$ cat src/rtl/rs_corr_pkg.sv
`timescale 1ns/1ps
package rs_corr_pkg;
  localparam int SYM_W = 12;

  typedef struct packed {
    logic load;     // capture the offered pair
    logic rdEn;     // read the selected byte
    logic wrEn;     // write the selected byte back
    logic selHi;    // select the second byte of the symbol
    logic endPage;  // clear the page state
  } corrStrobe_t;

  typedef enum logic [2:0] {
    S_IDLE, S_RD0, S_WR0, S_RD1, S_WR1, S_DONE
  } corrState_t;
endpackage

$ cat src/rtl/rs_sym_map.sv
`timescale 1ns/1ps
module rs_sym_map #(
  parameter int POS_W  = 11,
  parameter int ADDR_W = 12
) (
  input  logic [POS_W-1:0]              pos,
  input  logic [rs_corr_pkg::SYM_W-1:0] pat,
  output logic [ADDR_W-1:0]             addrLo,
  output logic [7:0]                    maskLo,
  output logic [ADDR_W-1:0]             addrHi,
  output logic [7:0]                    maskHi,
  output logic                          twoBytes,
  output logic                          badFirst
);
  logic [POS_W+1:0] triple;
  logic [ADDR_W-1:0] base;

  always_comb begin
    triple   = {2'b00, pos} + {1'b0, pos, 1'b0};
    base     = ADDR_W'(triple >> 1);
    addrLo   = '0;
    maskLo   = '0;
    addrHi   = '0;
    maskHi   = '0;
    twoBytes = 1'b0;
    badFirst = 1'b0;
    if (pos == '0) begin
      // first symbol: its top nibble carries no data
      maskLo   = pat[7:0];
      badFirst = (pat[11:8] != 4'h0);
    end else if (pos[0]) begin
      addrLo   = base;
      maskLo   = pat[11:4];
      addrHi   = base + ADDR_W'(1);
      maskHi   = {pat[3:0], 4'h0};
      twoBytes = 1'b1;
    end else begin
      addrLo   = base - ADDR_W'(1);
      maskLo   = {4'h0, pat[11:8]};
      addrHi   = base;
      maskHi   = pat[7:0];
      twoBytes = 1'b1;
    end
  end
endmodule

$ cat src/rtl/rs_corr_dp.sv
`timescale 1ns/1ps
module rs_corr_dp
  import rs_corr_pkg::*;
#(
  parameter int POS_W   = 11,
  parameter int ADDR_W  = 12,
  parameter int MAX_POS = 1374,
  parameter int MAX_ERR = 4,
  localparam int CNT_W  = $clog2(MAX_ERR + 1)
) (
  input  logic              clk,
  input  logic              rst_n,
  input  corrStrobe_t       st,
  input  logic [POS_W-1:0]  errPos,
  input  logic [SYM_W-1:0]  errPat,
  input  logic [7:0]        memRdData,
  output logic              inSkip,
  output logic              inTwo,
  output logic [ADDR_W-1:0] memAddr,
  output logic [7:0]        memWrData,
  output logic              failOut,
  output logic [CNT_W-1:0]  cntOut
);
  localparam logic [POS_W-1:0]  MAX_POS_V = POS_W'(MAX_POS);
  localparam logic [CNT_W-1:0]  MAX_CNT_V = CNT_W'(MAX_ERR);
  localparam logic [ADDR_W-1:0] MAX_ADDR  = ADDR_W'((3 * MAX_POS) / 2);

  logic [ADDR_W-1:0] mAddrLo, mAddrHi, addrLoQ, addrHiQ;
  logic [7:0]        mMaskLo, mMaskHi, maskLoQ, maskHiQ;
  logic              mBadFirst, newFail, failQ;
  logic [CNT_W-1:0]  cntQ;

  rs_sym_map #(.POS_W(POS_W), .ADDR_W(ADDR_W)) u_map (
    .pos(errPos), .pat(errPat),
    .addrLo(mAddrLo), .maskLo(mMaskLo),
    .addrHi(mAddrHi), .maskHi(mMaskHi),
    .twoBytes(inTwo), .badFirst(mBadFirst)
  );

  assign newFail = (errPos > MAX_POS_V) | mBadFirst | (cntQ == MAX_CNT_V);
  assign inSkip  = failQ | newFail;

  always_ff @(posedge clk) begin
    if (!rst_n) begin
      addrLoQ <= '0;
      addrHiQ <= '0;
      maskLoQ <= '0;
      maskHiQ <= '0;
      failQ   <= 1'b0;
      cntQ    <= '0;
    end else if (st.endPage) begin
      failQ <= 1'b0;
      cntQ  <= '0;
    end else if (st.load) begin
      addrLoQ <= mAddrLo;
      addrHiQ <= mAddrHi;
      maskLoQ <= mMaskLo;
      maskHiQ <= mMaskHi;
      if (newFail)     failQ <= 1'b1;
      else if (!failQ) cntQ  <= cntQ + CNT_W'(1);
    end
  end

  assign memAddr   = st.selHi ? addrHiQ : addrLoQ;
  assign memWrData = memRdData ^ (st.selHi ? maskHiQ : maskLoQ);
  assign failOut   = failQ;
  assign cntOut    = cntQ;


  rmw_pair_chk: assert property (@(posedge clk) disable iff (!rst_n)
    st.wrEn |-> ($past(st.rdEn) && memAddr == $past(memAddr)));

  addr_range_chk: assert property (@(posedge clk) disable iff (!rst_n)
    (st.rdEn || st.wrEn) |-> memAddr <= MAX_ADDR);

  count_bound_chk: assert property (@(posedge clk) disable iff (!rst_n)
    cntQ <= MAX_CNT_V);

  frozen_count_chk: assert property (@(posedge clk) disable iff (!rst_n)
    ($past(failQ) && !$past(st.endPage)) |-> (cntQ == $past(cntQ) && failQ));
endmodule

$ cat src/rtl/rs_corr_ctl.sv
`timescale 1ns/1ps
module rs_corr_ctl
  import rs_corr_pkg::*;
(
  input  logic        clk,
  input  logic        rst_n,
  input  logic        errValid,
  input  logic        errLast,
  input  logic        inSkip,
  input  logic        inTwo,
  output logic        errReady,
  output logic        pageDone,
  output corrStrobe_t st
);
  corrState_t state, nxt;
  logic lastQ, twoQ;

  always_comb begin
    st       = '0;
    errReady = 1'b0;
    pageDone = 1'b0;
    nxt      = state;
    unique case (state)
      S_IDLE: begin
        errReady = 1'b1;
        if (errValid) begin
          st.load = 1'b1;
          if (inSkip) nxt = errLast ? S_DONE : S_IDLE;
          else        nxt = S_RD0;
        end
      end
      S_RD0: begin
        st.rdEn = 1'b1;
        nxt     = S_WR0;
      end
      S_WR0: begin
        st.wrEn = 1'b1;
        if (twoQ)       nxt = S_RD1;
        else if (lastQ) nxt = S_DONE;
        else            nxt = S_IDLE;
      end
      S_RD1: begin
        st.rdEn  = 1'b1;
        st.selHi = 1'b1;
        nxt      = S_WR1;
      end
      S_WR1: begin
        st.wrEn  = 1'b1;
        st.selHi = 1'b1;
        nxt      = lastQ ? S_DONE : S_IDLE;
      end
      S_DONE: begin
        pageDone   = 1'b1;
        st.endPage = 1'b1;
        nxt        = S_IDLE;
      end
      default: nxt = S_IDLE;
    endcase
  end

  always_ff @(posedge clk) begin
    if (!rst_n) begin
      state <= S_IDLE;
      lastQ <= 1'b0;
      twoQ  <= 1'b0;
    end else begin
      state <= nxt;
      if (st.load) begin
        lastQ <= errLast;
        twoQ  <= inTwo;
      end
    end
  end


  done_pulse_chk: assert property (@(posedge clk) disable iff (!rst_n)
    pageDone |=> (!pageDone && errReady));

  busy_after_take_chk: assert property (@(posedge clk) disable iff (!rst_n)
    (errValid && errReady && !inSkip) |=> (!errReady && st.rdEn));
endmodule

$ cat src/rtl/rs_sym_corrector.sv
`timescale 1ns/1ps
module rs_sym_corrector
  import rs_corr_pkg::*;
#(
  parameter int POS_W   = 11,
  parameter int ADDR_W  = 12,
  parameter int MAX_POS = 1374,
  parameter int MAX_ERR = 4
) (
  input  logic                           clk,
  input  logic                           rst_n,
  input  logic                           errValid,
  output logic                           errReady,
  input  logic [POS_W-1:0]               errPos,
  input  logic [SYM_W-1:0]               errPat,
  input  logic                           errLast,
  output logic                           memRdEn,
  output logic                           memWrEn,
  output logic [ADDR_W-1:0]              memAddr,
  output logic [7:0]                     memWrData,
  input  logic [7:0]                     memRdData,
  output logic                           pageDone,
  output logic                           pageFail,
  output logic [$clog2(MAX_ERR+1)-1:0]   corrCount
);
  corrStrobe_t st;
  logic inSkip, inTwo;

  rs_corr_ctl u_ctl (
    .clk(clk), .rst_n(rst_n), .errValid(errValid), .errLast(errLast),
    .inSkip(inSkip), .inTwo(inTwo), .errReady(errReady),
    .pageDone(pageDone), .st(st)
  );

  rs_corr_dp #(.POS_W(POS_W), .ADDR_W(ADDR_W), .MAX_POS(MAX_POS), .MAX_ERR(MAX_ERR)) u_dp (
    .clk(clk), .rst_n(rst_n), .st(st), .errPos(errPos), .errPat(errPat),
    .memRdData(memRdData), .inSkip(inSkip), .inTwo(inTwo),
    .memAddr(memAddr), .memWrData(memWrData),
    .failOut(pageFail), .cntOut(corrCount)
  );

  assign memRdEn = st.rdEn;
  assign memWrEn = st.wrEn;


  no_rw_clash_chk: assert property (@(posedge clk) disable iff (!rst_n)
    !(memRdEn && memWrEn));
endmodule

$ cat config.mk
export PLATFORM = sky130hd
export DESIGN_NAME = rs_sym_corrector
export DESIGN_NICKNAME = d
export VERILOG_FILES = /design/src/rtl/rs_corr_pkg.sv /design/src/rtl/rs_sym_map.sv /design/src/rtl/rs_corr_dp.sv /design/src/rtl/rs_corr_ctl.sv /design/src/rtl/rs_sym_corrector.sv
export SDC_FILE = /design/constraint.sdc
export NUM_CORES = 1
export LEC_CHECK = 0
export ABC_AREA = 1
export BUFFER_PORTS_ARGS = -buffer_cell sky130_fd_sc_hd__buf_2
export CAP_MARGIN = 10
export CORE_UTILIZATION = 45
export CTS_BUF_LIST = sky130_fd_sc_hd__clkbuf_4
export CTS_CLUSTER_DIAMETER = 120
export DETAILED_ROUTE_END_ITERATION = 16
export PLACE_DENSITY = 0.73
export SKIP_CTS_REPAIR_TIMING = 1
export SYNTH_ARGS = -nofsm -noshare
export SYNTH_HDL_FRONTEND = slang
export SYNTH_SLANG_ARGS = --single-unit
$ cat constraint.sdc
create_clock -name clk -period 3.53 [get_ports clk]
set_input_delay 1.059 -clock clk [delete_from_list [all_inputs] [get_ports clk]]
set_output_delay 1.059 -clock clk [all_outputs]
set_load 0.02 [all_outputs]
# Yosys cells after proc, flatten, opt, wreduce, memory -nomap -nowiden
# Index checks and enable logic that the tools add are counted.
# totals
output_inout_bits	28
input_bits	35
reg_bits	49
# op_classes
mux	25
n_eq_ne	7
magnitude_cmp	1
reduce_logical	10
n_bitwise	8
addsub	4
# ops
operator	n
12-bit 2-to-1 mux	5
8-bit 2-to-1 mux	5
3-bit 2-to-1 mux	5
3-bit case mux with 5 select lines	1
11-bit by 12-bit adder with 13-bit output	1
12-bit by 1-bit adder with 12-bit output, second input constant	1
12-bit by 1-bit subtractor with 12-bit output, second input constant	1
11-bit greater-than comparator, second input constant	1
11-bit logical NOT	1
3-bit equality test, second input constant	3
1-bit 2-to-1 mux	9
2-bit OR reduction	4
8-bit XOR	1
3-bit by 2-bit equality test with 1-bit output, second input constant	2
1-bit inverter	4
2-bit AND reduction	2
4-bit nonzero test	1
3-bit by 1-bit adder with 3-bit output, second input constant	1
3-bit by 1-bit equality test with 1-bit output, second input constant	1
3-bit logical NOT	1
1-bit OR	3
3-bit AND reduction	1
2-bit inequality test, second input constant	1

# Logic depth before layout (Yosys ltp)
# depth
ltp_word	8
ltp_mapped	16
mapped_depth_nobuf	16

# Cells and area by module
# A second synthesis with hierarchy kept.
# unflattened
cells_unflattened	674
area_unflattened_um2	4108.9
# by_module_without_submodules
mod	area_each_um2	n_inst	cells_per_inst
rs_corr_dp	2045.7	1	286
rs_sym_map	1720.4	1	331
rs_corr_ctl	342.8	1	57

# Worst setup path before layout
# Ideal clock, no wire load.
# synth_path
kind	input to register
from	input errPos[0]
to	register u_dp.addrLoQ[8]
path_buffers	2
path_slack_ns	0.371
arrival_ns	3.091
cell_stages	15
cell_sequence	buf_6 -> inv_12 -> clkbuf_1 -> ha_1 -> inv_1 -> ha_1 -> nand2_1 -> a21oi_2 -> nand3_2 -> nor2_4 -> nand2_2 -> nor3_4 -> xor2_1 -> nand2_1 -> a21oi_2
# synth_between
elab_chain_cells	4
elab_cells_between_ends	5
# synth_lines
item	line	source
start, declared	rs_sym_corrector.sv:14	input logic [POS_W-1:0] errPos,
11-bit by 12-bit adder with 13-bit output	rs_sym_map.sv:19	triple = {2'b00, pos} + {1'b0, pos, 1'b0};
12-bit by 1-bit subtractor with 12-bit output	rs_sym_map.sv:38	addrLo = base - ADDR_W'(1);
12-bit 2-to-1 mux	rs_sym_map.sv:31	end else if (pos[0]) begin
12-bit 2-to-1 mux *	rs_sym_map.sv:27	if (pos == '0) begin
end signal, assigned	rs_corr_dp.sv:55	addrLoQ <= mAddrLo;
end, declared	rs_corr_dp.sv:28	logic [ADDR_W-1:0] mAddrLo, mAddrHi, addrLoQ, addrHiQ;
# Mark *: on every way between the ends. The rest lies on a longest branch, timed or not.
# A chain may end at the register's enable or synchronous reset.

# Worst setup path after layout
# layout_path
from	register u_ctl.state[2]
to	output memWrData[2]
# layout_between
elab_chain_cells	5
elab_cells_between_ends	6
# layout_lines
item	line	source
start, declared	rs_corr_ctl.sv:15	corrState_t state, nxt;
start signal, assigned	rs_corr_ctl.sv:67	state <= nxt;
3-bit by 2-bit equality test with 1-bit output / 3-bit equality test (equally long branches)	rs_corr_ctl.sv:23	unique case (state)
2-bit OR reduction (no line) *	n/a	
1-bit 2-to-1 mux *	rs_corr_ctl.sv:23	
8-bit 2-to-1 mux *	rs_corr_dp.sv:65	assign memWrData = memRdData ^ (st.selHi ? maskHiQ : maskLoQ);
8-bit XOR *	rs_corr_dp.sv:65	
end, declared	rs_sym_corrector.sv:20	output logic [7:0] memWrData,
# Marks and branches as above.

==> reports/metrics.csv <==
metric;value;unit
rr_startpoint;u_ctl.state[0];
worst_path_max_delay_cell;dfxtp_1;
hold_path_end;u_dp.addrLoQ[6];
clockBufferDepth;2;
fin_tns_setup;0;ps
fin_crit_sh;0.938;
hold_viol;0;
layout-drive-gt1-share;0.226;
grt_usage;0.201;
timing.final.ws_setup;219;ps
detailedRoute.firstPassIterationCount;4;
layout_commonest_cell;nand2_1;
cpPeakStageDelay;490;ps
r2r_end;u_dp.maskHiQ[6];
dieArea;0.00866;sq mm
fin_util;0.534;
io_pins;63;
diodes;0;
cp-start-kind;flop;
hp-class;flop to flop;
area_growth;13.0;%
cp.arrival;2250;ps
place_hpwl;6520;um
crit_path_end_kind;output pin;
grt_pass1_wl;14400;um
antenna_found_initial;0;
synth_area_per_cell;7.03;sq um
critPathMaxFanout;9;
grt_max_degree;43;
cts_tree;done;
synth_area_leaders;dfxtp_1 26%, nand2_1 14%, ha_1 9.4%;
initial_core_util;0.473;
synth-warning-count;0;
grt_pass1_vias;3356;
die_h;93.1;um
ys_ff_latch;49;
ys_seq_area_frac;0.263;
setup_viol;0;
place.gp.congestion;0.859;
ant_nets;0;
grt_overflow;0;
syn_area;0.00373;sq mm
via_count;3553;
cp_cell_sequence;inv_1, nor2_1, or2_4, buf_4, mux2i_1, xnor2_1, buf_2;
clock-sinks;49;
core;0.00789;sq mm
cap_viol_max_count;0;
fp.dieW;93.1;um
holdPathStages;2;
drv_slew;0;
placed_cells;687;
cp.required;2470;ps
ys_types;44;
synth_cells;531;
drc;0;
cts_buffers;5;
root_buffer;clkbuf_4;
min_period;3310;ps
row_count;32;
rsz0062_at_grt;no;
ff2ff_path_depth;11;
finalNonFillerCells;695;
slew_headroom;0.642;
power.leakage;1.95;nW
nets;656;
wl;8310;um
path_clk_slew;130;ps
powerDensity;384;mW/mm^2
port-buffer-count;62;
drtIter0Drc;129;
worst_pin_slew;532;ps
viasPerCell;5.11;
final_cell_mix;140 x nand2_1, 62 x buf_2, 49 x a21oi_1, 49 x dfxtp_1, 48 x inv_1;
htreeDepth;2;
synth_fp_nets;595;
fin_total_pwr;1.62;mW
peakVddDrop;0.142;mV
min-delay-start;u_dp.addrLoQ[6];
dp_slack;96.9;ps
synth_largest_area_cell;dfxtp_1;
max_freq;302;MHz
status;finished clean;
clock_skew;6.33;ps
routedWlPerCell;12.0;um
clk-insertion-delay-late;360;ps
reg2reg_slack;1390;ps
crit_type;flop to output pin;
synthDominantCellAreaShare;0.263;
## per-stage QoR
step                      hold slack [ps]  cell area (sq um)
final                                 471               4220
after global routing                  494               4220
after CTS                             472               4210
after detailed placement              453               4130
after global placement                448               4130
after floorplan                       441               3730
## how the worst max path moves through the flow
| stage | startpoint | end | slack [ps] | depth (start not counted) |
|---|---|---|---|---|
| finish | u_ctl.state[2] | memWrData[2] | 220 | 7 |
| global route | u_ctl.state[2] | memWrData[2] | 60 | 7 |
| CTS | u_ctl.state[2] | memWrData[2] | 160 | 7 |
| detailed placement | errPos[1] | u_dp.addrLoQ[8] | 100 | 14 |
| global placement | errPos[1] | u_dp.addrLoQ[8] | 200 | 14 |
| floorplan | errPos[0] | u_dp.addrLoQ[8] | 370 | 15 |
## flip-flops by register name (all words and copies together), names as in the netlist
register / count
u_dp.maskHiQ: 8
u_dp.maskLoQ: 8
u_dp.addrLoQ: 12
u_dp.failOut: 1
u_ctl.twoQ: 1
u_ctl.lastQ: 1
u_ctl.state: 3
u_dp.addrHiQ: 12
u_dp.cntOut: 3
## critical path: cells and delay by family, from the launching register on
family / cells / cell delay (ps)
xor+xnor: 1 / 160
buf+inv: 3 / 510
flops: 1 / 490
mux: 1 / 300
simple gates: 2 / 430
## layer usage
layer / up-vias / global-route usage / part of all wire
li1: 1858 / - / -
met1: 1612 / 0.252 / 0.47
met2: 71 / 0.356 / 0.48
met3: 12 / 0.0244 / 0.031
met4: 0 / 0.0654 / 0.015
met5: - / 0 / 0
## cell usage after synthesis (all sizes together)
cell,number
mux2,12
a311oi,2
mux2i,8
nand3,48
clkinv,1
ha,28
nor3,7
a21o,1
clkbuf,9
nand4,5
buf,6
fa,1
o21ai,16
dfxtp,49
o21bai,3
o211ai,1
xnor2,9
nor2,39
a21oi,52
nor4,1
nand3b,1
or2,4
inv,55
nand2,155
a31o,1
and3,1
a31oi,10
xor2,6
## cell families after synthesis
group	Yosys count	share of synthesized area
multiplexers	20	0.0577
XOR/XNOR	15	0.0352
buffers and inverters	71	0.0832
flip-flops	49	0.263
AO/OA/AOI/OAI	86	0.129
AND/OR/NAND/NOR	261	0.333
adder cells (fa/ha/maj)	29	0.0993
## cell type report
class	count	area (sq um)
fillers	793	3670
well taps	102	128
flip-flops and latches	49	981
repair buffers	69	363
multi-input cells	411	2440
inverters	56	223
clock inverters	2	33.8
clock buffers	6	45.0
## power by group
group,switching (mW),total (mW),internal [mW]
Clock,0.171,0.326,0.155
Sequential,0.0315,0.644,0.613
Combinational,0.420,0.649,0.230
Note: power is estimated with default switching activity, not from simulation.
